**src/rtl/vrp_pkg.sv**
```systemverilog
package vrp_pkg;

  localparam int BUS_W = 8;

  typedef enum logic [1:0] {
    SEL_COL  = 2'd0,
    SEL_ROW  = 2'd1,
    SEL_DATA = 2'd2,
    SEL_CTRL = 2'd3
  } sel_e;

  // control register bit positions
  localparam int CB_STEP = 0;
  localparam int CB_AXIS = 1;
  localparam int CB_DIR  = 2;
  localparam int CB_PEND = 3;
  localparam int CB_REJ  = 4;

  // linear cell index of a grid position
  function automatic int unsigned cell_index(input int unsigned row,
                                             input int unsigned col,
                                             input int unsigned cols);
    return row * cols + col;
  endfunction

  // one step along an axis of length lim, wrapping at both ends
  function automatic int unsigned wrap_step(input int unsigned v,
                                            input int unsigned lim,
                                            input logic        dec);
    if (dec) return (v == 0) ? lim - 1 : v - 1;
    return (v == lim - 1) ? 0 : v + 1;
  endfunction

endpackage

```
**src/rtl/vrp_position.sv**
```systemverilog
module vrp_position #(
  parameter int COLS = 80,
  parameter int ROWS = 60,
  localparam int CW = $clog2(COLS),
  localparam int RW = $clog2(ROWS)
) (
  input  logic                     clk,
  input  logic                     rst_n,
  input  logic                     col_we,
  input  logic                     row_we,
  input  logic [vrp_pkg::BUS_W-1:0] wdata,
  input  logic                     step_req,
  input  logic                     axis_row,
  input  logic                     dec,
  output logic [CW-1:0]            col,
  output logic [RW-1:0]            row,
  output logic                     moved
);
  import vrp_pkg::*;

  logic col_ok, row_ok, step_col, step_row;
  logic [CW-1:0] col_stepped;
  logic [RW-1:0] row_stepped;

  // writes outside the grid are dropped
  assign col_ok   = col_we && (int'(wdata) < COLS);
  assign row_ok   = row_we && (int'(wdata) < ROWS);
  assign step_col = step_req && !axis_row;
  assign step_row = step_req &&  axis_row;

  assign col_stepped = CW'(wrap_step(int'(col), COLS, dec));
  assign row_stepped = RW'(wrap_step(int'(row), ROWS, dec));

  assign moved = col_ok || row_ok || step_req;

  always_ff @(posedge clk) begin
    if (!rst_n) begin
      col <= '0;
      row <= '0;
    end else begin
      if (col_ok)        col <= CW'(wdata);
      else if (step_col) col <= col_stepped;
      if (row_ok)        row <= RW'(wdata);
      else if (step_row) row <= row_stepped;
    end
  end

  a_r7_col_in_range: assert property (@(posedge clk) disable iff (!rst_n)
    int'(col) < COLS);
  a_r7_row_in_range: assert property (@(posedge clk) disable iff (!rst_n)
    int'(row) < ROWS);
  a_r7_col_wrap_up: assert property (@(posedge clk) disable iff (!rst_n)
    step_col && !dec && !col_we && (int'(col) == COLS - 1) |=> col == '0);
  a_r7_col_wrap_down: assert property (@(posedge clk) disable iff (!rst_n)
    step_col && dec && !col_we && col == '0 |=> int'(col) == COLS - 1);
  a_r7_row_wrap_up: assert property (@(posedge clk) disable iff (!rst_n)
    step_row && !dec && !row_we && (int'(row) == ROWS - 1) |=> row == '0);
  a_r7_row_wrap_down: assert property (@(posedge clk) disable iff (!rst_n)
    step_row && dec && !row_we && row == '0 |=> int'(row) == ROWS - 1);
  a_r7_other_axis_kept: assert property (@(posedge clk) disable iff (!rst_n)
    step_col && !row_we |=> $stable(row));

endmodule

```
**src/rtl/vrp_access.sv**
```systemverilog
module vrp_access #(
  parameter int AW = 13,
  parameter int DW = 8
) (
  input  logic          clk,
  input  logic          rst_n,
  input  logic          blank,
  input  logic          wr_req,
  input  logic [AW-1:0] wr_addr,
  input  logic [DW-1:0] wr_data,
  input  logic          pos_moved,
  input  logic [AW-1:0] cur_addr,
  input  logic          clr_rej,
  input  logic [DW-1:0] vram_rdata,
  output logic          vram_we,
  output logic          vram_re,
  output logic [AW-1:0] vram_addr,
  output logic [DW-1:0] vram_wdata,
  output logic [DW-1:0] rd_latch,
  output logic          commit,
  output logic          pending,
  output logic          reject
);

  logic          wr_pend, fetch_due, fetch_wait;
  logic [AW-1:0] wr_addr_q;
  logic [DW-1:0] wr_data_q;
  logic          wr_take, wr_refused, fetch_issue;

  // named events for the assertions
  assign wr_take     = wr_req && !wr_pend;
  assign wr_refused  = wr_req &&  wr_pend;
  assign commit      = wr_pend && blank;
  assign fetch_issue = fetch_due && blank && !wr_pend;

  assign vram_we    = commit;
  assign vram_re    = fetch_issue;
  assign vram_addr  = commit ? wr_addr_q : cur_addr;
  assign vram_wdata = wr_data_q;
  assign pending    = wr_pend || fetch_due || fetch_wait;

  always_ff @(posedge clk) begin
    if (!rst_n) begin
      wr_pend    <= 1'b0;
      wr_addr_q  <= '0;
      wr_data_q  <= '0;
      fetch_due  <= 1'b0;
      fetch_wait <= 1'b0;
      rd_latch   <= '0;
      reject     <= 1'b0;
    end else begin
      if (wr_take) begin
        wr_pend   <= 1'b1;
        wr_addr_q <= wr_addr;
        wr_data_q <= wr_data;
      end else if (commit) begin
        wr_pend <= 1'b0;
      end
      fetch_due  <= pos_moved || commit || (fetch_due && !fetch_issue);
      fetch_wait <= fetch_issue;
      if (fetch_wait) rd_latch <= vram_rdata;
      if (wr_refused)   reject <= 1'b1;
      else if (clr_rej) reject <= 1'b0;
    end
  end

  a_r10_we_in_blank: assert property (@(posedge clk) disable iff (!rst_n)
    vram_we |-> blank);
  a_r10_re_in_blank: assert property (@(posedge clk) disable iff (!rst_n)
    vram_re |-> blank);
  a_r10_one_strobe: assert property (@(posedge clk) disable iff (!rst_n)
    !(vram_we && vram_re));
  a_r4_pending_addr_held: assert property (@(posedge clk) disable iff (!rst_n)
    wr_pend && !blank |=> $stable(wr_addr_q) && $stable(wr_data_q));
  a_r4_commit_once: assert property (@(posedge clk) disable iff (!rst_n)
    vram_we |=> !vram_we);
  a_r5_reject_sticky: assert property (@(posedge clk) disable iff (!rst_n)
    reject && !clr_rej |=> reject);
  a_r5_refused_flags: assert property (@(posedge clk) disable iff (!rst_n)
    wr_refused |=> reject);
  a_r8_latch_after_read: assert property (@(posedge clk) disable iff (!rst_n)
    vram_re |=> pending);

endmodule

```
**src/rtl/vidmem_regport.sv**
```systemverilog
module vidmem_regport #(
  parameter int COLS = 80,
  parameter int ROWS = 60,
  localparam int CW = $clog2(COLS),
  localparam int RW = $clog2(ROWS),
  localparam int AW = $clog2(COLS * ROWS),
  localparam int DW = vrp_pkg::BUS_W
) (
  input  logic          clk,
  input  logic          rst_n,
  input  logic [1:0]    bus_sel,
  input  logic [DW-1:0] bus_wdata,
  input  logic          bus_wr,
  input  logic          bus_rd,
  output logic [DW-1:0] bus_rdata,
  input  logic          blank,
  output logic          vram_we,
  output logic          vram_re,
  output logic [AW-1:0] vram_addr,
  output logic [DW-1:0] vram_wdata,
  input  logic [DW-1:0] vram_rdata
);
  import vrp_pkg::*;

  sel_e          sel;
  logic [2:0]    ctrl_q;
  logic [CW-1:0] col;
  logic [RW-1:0] row;
  logic [AW-1:0] cur_addr;
  logic [DW-1:0] rd_latch;
  logic          moved, commit, pending, reject;
  logic          col_we, row_we, data_we, ctrl_we, data_rd, step_req;

  assign sel     = sel_e'(bus_sel);
  assign col_we  = bus_wr && (sel == SEL_COL);
  assign row_we  = bus_wr && (sel == SEL_ROW);
  assign data_we = bus_wr && (sel == SEL_DATA);
  assign ctrl_we = bus_wr && (sel == SEL_CTRL);
  assign data_rd = bus_rd && (sel == SEL_DATA);

  // step only once the access has been carried out
  assign step_req = ctrl_q[CB_STEP] && (commit || data_rd);
  assign cur_addr = AW'(cell_index(int'(row), int'(col), COLS));

  always_ff @(posedge clk) begin
    if (!rst_n)       ctrl_q <= '0;
    else if (ctrl_we) ctrl_q <= bus_wdata[2:0];
  end

  vrp_position #(.COLS(COLS), .ROWS(ROWS)) pos_i (
    .clk      (clk),
    .rst_n    (rst_n),
    .col_we   (col_we),
    .row_we   (row_we),
    .wdata    (bus_wdata),
    .step_req (step_req),
    .axis_row (ctrl_q[CB_AXIS]),
    .dec      (ctrl_q[CB_DIR]),
    .col      (col),
    .row      (row),
    .moved    (moved)
  );

  vrp_access #(.AW(AW), .DW(DW)) acc_i (
    .clk        (clk),
    .rst_n      (rst_n),
    .blank      (blank),
    .wr_req     (data_we),
    .wr_addr    (cur_addr),
    .wr_data    (bus_wdata),
    .pos_moved  (moved),
    .cur_addr   (cur_addr),
    .clr_rej    (ctrl_we),
    .vram_rdata (vram_rdata),
    .vram_we    (vram_we),
    .vram_re    (vram_re),
    .vram_addr  (vram_addr),
    .vram_wdata (vram_wdata),
    .rd_latch   (rd_latch),
    .commit     (commit),
    .pending    (pending),
    .reject     (reject)
  );

  always_comb begin
    unique case (sel)
      SEL_COL:  bus_rdata = DW'(col);
      SEL_ROW:  bus_rdata = DW'(row);
      SEL_DATA: bus_rdata = rd_latch;
      SEL_CTRL: bus_rdata = DW'({reject, pending, ctrl_q});
      default:  bus_rdata = '0;
    endcase
  end

  a_r6_step_after_commit: assert property (@(posedge clk) disable iff (!rst_n)
    commit && ctrl_q[CB_STEP] && !bus_wr |=> !$stable(cur_addr) || (COLS == 1) || (ROWS == 1));
  a_r2_ctrl_upper_zero: assert property (@(posedge clk) disable iff (!rst_n)
    sel == SEL_CTRL |-> bus_rdata[DW-1:5] == '0);
  a_r1_no_strobe_at_start: assert property (@(posedge clk) disable iff (!rst_n)
    $rose(rst_n) |-> !vram_we && !vram_re);

endmodule

```
**config.mk**
```make
export PLATFORM = sky130hd
export DESIGN_NAME = vidmem_regport
export DESIGN_NICKNAME = d
export VERILOG_FILES = /design/src/rtl/vrp_pkg.sv /design/src/rtl/vrp_position.sv /design/src/rtl/vrp_access.sv /design/src/rtl/vidmem_regport.sv
export SDC_FILE = /design/constraint.sdc
export NUM_CORES = 1
export LEC_CHECK = 0
export ABC_AREA = 1
export CORE_AREA = 2 2 81 83
export DETAILED_ROUTE_END_ITERATION = 10
export DIE_AREA = 0 0 83 85
export GPL_TIMING_DRIVEN = 0
export PLACE_DENSITY_LB_ADDON = 0.2
export SYNTH_ARGS = -nofsm -noshare
export SYNTH_HDL_FRONTEND = slang
export SYNTH_HIERARCHICAL = 1
export SYNTH_SLANG_ARGS = --single-unit
```
**constraint.sdc**
```tcl
create_clock -name clk -period 4.2 [get_ports clk]
set_clock_uncertainty 0.15 [all_clocks]
set_input_delay 0.84 -clock clk [delete_from_list [all_inputs] [get_ports clk]]
set_output_delay 0.84 -clock clk [all_outputs]
set_load 0.03 [all_outputs]
```
# --- Word-level counts from Yosys, hierarchy flattened ---
# Cells that the tools add are included.
classes:
  multipliers: 1
  n_addsub: 5
  n_mux: 19
  reduce_logical: 33
  magnitude_cmp: 2
  eq_ne: 5
ops:
  columns: ["op", "n"]
  rows:
  - ["7-bit 2-to-1 mux", 6]
  - ["6-bit 2-to-1 mux", 6]
  - ["8-bit one-hot mux with 4 select lines", 1]
  - ["1-bit logical AND", 16]
  - ["13-bit by 7-bit adder with 13-bit output", 1]
  - ["13-bit 2-to-1 mux", 1]
  - ["6-bit by 3-bit multiplier with 9-bit output (second input constant)", 1]
  - ["8-bit by 6-bit less-than comparator with 1-bit output (second input constant)", 1]
  - ["8-bit by 7-bit less-than comparator with 1-bit output (second input constant)", 1]
  - ["2-bit nonzero test", 4]
  - ["7-bit by 1-bit adder with 7-bit output (second input constant)", 1]
  - ["7-bit equality test (second input constant)", 1]
  - ["7-bit zero test", 1]
  - ["1-bit logical OR", 7]
  - ["7-bit by 1-bit subtractor with 7-bit output (second input constant)", 1]
  - ["6-bit by 1-bit adder with 6-bit output (second input constant)", 1]
  - ["6-bit equality test (second input constant)", 1]
  - ["6-bit zero test", 1]
  - ["6-bit by 1-bit subtractor with 6-bit output (second input constant)", 1]
  - ["1-bit 2-to-1 mux", 5]
  - ["2-bit equality test (second input constant)", 2]
  - ["1-bit zero test", 3]
  - ["2-bit by 1-bit equality test with 1-bit output (second input constant)", 1]
  - ["2-bit zero test", 1]
totals:
  out_inout_bits: 31
  in_bits: 23
  register_bits: 49

# --- Logic depth before layout (Yosys ltp) ---
logic_depth:
  depth_word: 7
  depth_mapped: 15

# --- Hierarchy ---
# Netlist, hierarchy kept.
by_module_without_submodules:
  columns: ["mod", "area_per_inst_um2", "seq_area_each_um2", "cells_per_inst", "n_inst"]
  rows:
  - ["vrp_access", 1490.2, 660.6, 236, 1]
  - ["vrp_position", 1316.3, 260.2, 223, 1]
  - ["vidmem_regport", 773.2, 60.1, 124, 1]

# --- Least setup slack after synthesis ---
# No wires, ideal clock.
synth_path:
  path_type: "reg-to-output"
  startpoint: "register pos_i.row[3]"
  endpoint: "output port vram_addr[9]"
  setup_slack_ps: 912
  path_buffers: 0
  arrival_ps: 2298
  stages_incl_launch_ff: 11
  path_cell_list: "dfxtp_1 -> ha_1 -> ha_1 -> fa_1 -> nand2_1 -> nor2_1 -> nand2_1 -> nand2_1 -> xor2_1 -> nand2_1 -> nand2_1"
synth_via:
  elab_chain_len: 3
synth_rtl:
  columns: ["element", "line_no", "text"]
  rows:
  - ["start, declared", "vrp_position.sv:16", "output logic [RW-1:0] row,"]
  - ["start signal, assigned", "vrp_position.sv:43", "if (row_ok) row <= RW'(wdata);"]
  - ["start signal, assigned", "vrp_position.sv:44", "else if (step_row) row <= row_stepped;"]
  - ["6-bit by 3-bit multiplier with 9-bit output", "vrp_pkg.sv:23", "return row * cols + col;"]
  - ["13-bit by 7-bit adder with 13-bit output", "vrp_pkg.sv:23", null]
  - ["named net cur_addr[9]", "vidmem_regport.sv:29", "logic [AW-1:0] cur_addr;"]
  - ["13-bit 2-to-1 mux", "vrp_access.sv:38", "assign vram_addr = commit ? wr_addr_q : cur_addr;"]
  - ["end, declared", "vidmem_regport.sv:19", "output logic [AW-1:0] vram_addr,"]
# The timed path passes the listed nets, and every way through them passes these cells.

# --- Final worst setup path ---
# Ends and elaborated chain as after synthesis.

==> flow_summary.ini <==
[run_status]
status = finished clean

[layout]
area_growth_pct = 20.17
fill_cells = 572
nets = 684
fin_area_um2 = 4302
most-common-layout-cells = nand2_1 (165), nor2_1 (96), inv_1 (68), nand3_1 (55), clkdlybuf4s50_1 (49)
antenna_cells = 0
drive_gt1_share_pct = 8.230
final_util_pct = 69.33
layout_commonest_cell = nand2_1

[timing]
relSlewSlack_pct = 68.46
clock.fmax_mhz = 250.3
grt_setup_unrepaired = false
final-hold-violation-count = 0
setup_viol = 0
worst_pin_slew_ps = 471.3
tns_ps = 0
min_period_ps = 3995
post-route-period-util_pct = 95.13
slew_viol_final = 0

[place]
port_buffers = 53
finalWeightedCongestion = 0.8840
placed_area_um2 = 4207
dpl.hpwl_um = 7208

[pwr]
leakagePower_nw = 2.102
power_density_nw_per_um2 = 228.7
vdd_drop_max_mv = 0.1869

[global_routing]
overflow = 0
grt_pass1_vias = 3572
grt_pass1_wl_um = 16080
grt_usage_pct = 27.76
grt_max_degree = 17
grt_antenna_before_repair = 0

[synthesis]
synth_top_cell_by_area = dfxtp_1
netlist_area_um2 = 3580
ys_seq_area_share_pct = 27.40
synth_area_leaders = dfxtp_1 (27%), nand2_1 (17%), nor2_1 (10%)
synth_cell_types = 36
synth_cells = 583
ys_seq_elements = 49
syn_nets = 624
synthArstFlopShare_pct = 0
synth_edf_count = 0
yosys_warnings = 6
ys.flop_type = dfxtp_1
syn_avg_cell_area_um2 = 6.140
synth_top_area_share_pct = 27.40

[route]
wl_per_cell_um = 13.17
drtIter0Drc = 257
ant_nets = 0
routed_wl_um = 9499
num_vias = 3879
drcViolationCount = 0
viasPerCell = 5.380
dr.pass1.iters = 5

[run]
drv_cap = 0

[worst_setup_path]
start_kind = register
cpMaxStageDelayCell = fa_1
critPathMaxFanout = 9
slowest_delay_ps = 560
critPathKind = register to primary output
arrival_ps = 3010
cpMostUsedCell = nand2_1
cp-end-kind = primary output
crit_required_ps = 3210
crit_chain = ha_1 -> ha_1 -> fa_1 -> nand2_1 -> nor2_1 -> nand2_1 -> nand2_1 -> xor2_1 -> nand2_1 -> nand2_1 -> dlygate4sd2_1

[clocking]
cts_root_buf = clkbuf_8
cts_tree = yes
clk_pin_slew_ps = 100
ctsHtreeMaxLevel = 2
worstSkewPairLatency_ps = 310
cts.sink_count = 49
postCtsSetupBuffers = 0
cts.path.max_buffers = 2
cts_made_buffers = 5

[floorplanning]
core_um2 = 6205
die_y_um = 85
pin_count = 54
rows = 29
die_x_um = 83
start_util_pct = 57.69
dieArea_um2 = 7055

[hold_path]
hold_path.class = register to register
==> power breakdown <==
part	internal, mW	total [mW]	leakage, nW	switching [mW]
clock network	0.119	0.292	0.0445	0.173
logic	0.0793	0.197	1.66	0.117
registers	0.481	0.495	0.399	0.0140
total	0.679	0.984	2.10	0.305
==> area by class of cell <==
class	instances	area, µm²	share of cell area [%]
Inverter	78	292.8	6.806
Sequential cell	49	983.4	22.86
Tap cell	77	96.34	2.240
Clock inverter	3	21.27	0.4945
Buffer	18	117.6	2.734
Timing Repair Buffer	53	533.0	12.39
Clock buffer	5	68.82	1.600
Multi-Input combinational cell	438	2188	50.87
==> Yosys cell counts (2+ instances only) <==
master and number:
inv_2 8, nand4_1 5, nand2_2 8, nor2_2 2
o21bai_1 2, a21oi_1 23, nand2_1 165, o2111ai_1 3
buf_4 5, clkinv_1 2, o21ai_1 5, nor2_1 96
dfxtp_1 49, nand3_1 55, o21ai_0 24, buf_2 7
nor2_4 5, fa_1 2, inv_1 68, xor2_1 14
ha_1 16, buf_6 3, buf_1 2, xnor2_1 2
==> cell families (layout without fill, tap and decap cells) <==
logic type	after synthesis	count (layout)	share of synthesized area (%)
buffers and inverters	96	157	11.46
and+or+nand+nor	342	342	40.89
adders and majority gates	18	18	6.711
AOI/OAI and AO/OA	62	62	9.612
DFF	49	49	27.40
xor gates and xnor gates	16	16	3.915
==> sequential cells by signal, summed over array words and instances (netlist names) <==
register and flops:
acc_i/fetch_due 1, acc_i/fetch_wait 1, acc_i/rd_latch 8, acc_i/reject 1
acc_i/vram_wdata 8, acc_i/wr_addr_q 13, acc_i/wr_pend 1, ctrl_q 3
pos_i/col 7, pos_i/row 6
==> repair_timing <==
| action | 4_1_cts | 5_1_grt |
|---|---|---|
| hold buffers | 0 | 0 |
| pin swaps | 0 | 0 |
| gates resized for setup | 4 | 2 |
| setup endpoints to repair | 4 | 2 |
==> through the flow <==
step                      hold WS [ps]  power (mW)  cells  setup slack (ps)
after global placement           310.7      0.6961    713             155.6
after CTS                        325.5      0.9868    721             22.06
after detailed placement         308.7      0.7005    713             99.18
after global routing             362.5       1.036    721             21.66
after floorplan                  287.2      0.6242    583             912.4
final                            327.1      0.9839    721             204.6
==> path summary, 6_finish.rpt <==
path / from / end / slack, ps / cells past startpoint
hold reg to reg: acc_i/reject / acc_i/reject / 330 / 2
hold / removal: acc_i/reject / acc_i/reject / 330 / 2
setup reg to reg: pos_i/row[3] / acc_i/wr_addr_q[11] / 1530 / 14
setup / recovery: pos_i/row[3] / vram_addr[9] / 200 / 11
==> worst max-delay path, delay by kind of cell (launching register included) <==
family | cells | cell delay, ps
adders and majority gates | 3 | 1080
xor gates and xnor gates | 1 | 210
buffers and inverters | 1 | 390
DFF | 1 | 510
and+or+nand+nor | 6 | 500
==> metal layers <==
layer  track usage [%]  wire length, µm  share of wire, %
met1             36.28             4060                43
met2             46.04             4306                45
met3             4.767              852               9.0
met4             10.73              280               2.9
met5                 0                0                 0
Note: power is estimated with default switching activity, not from simulation.
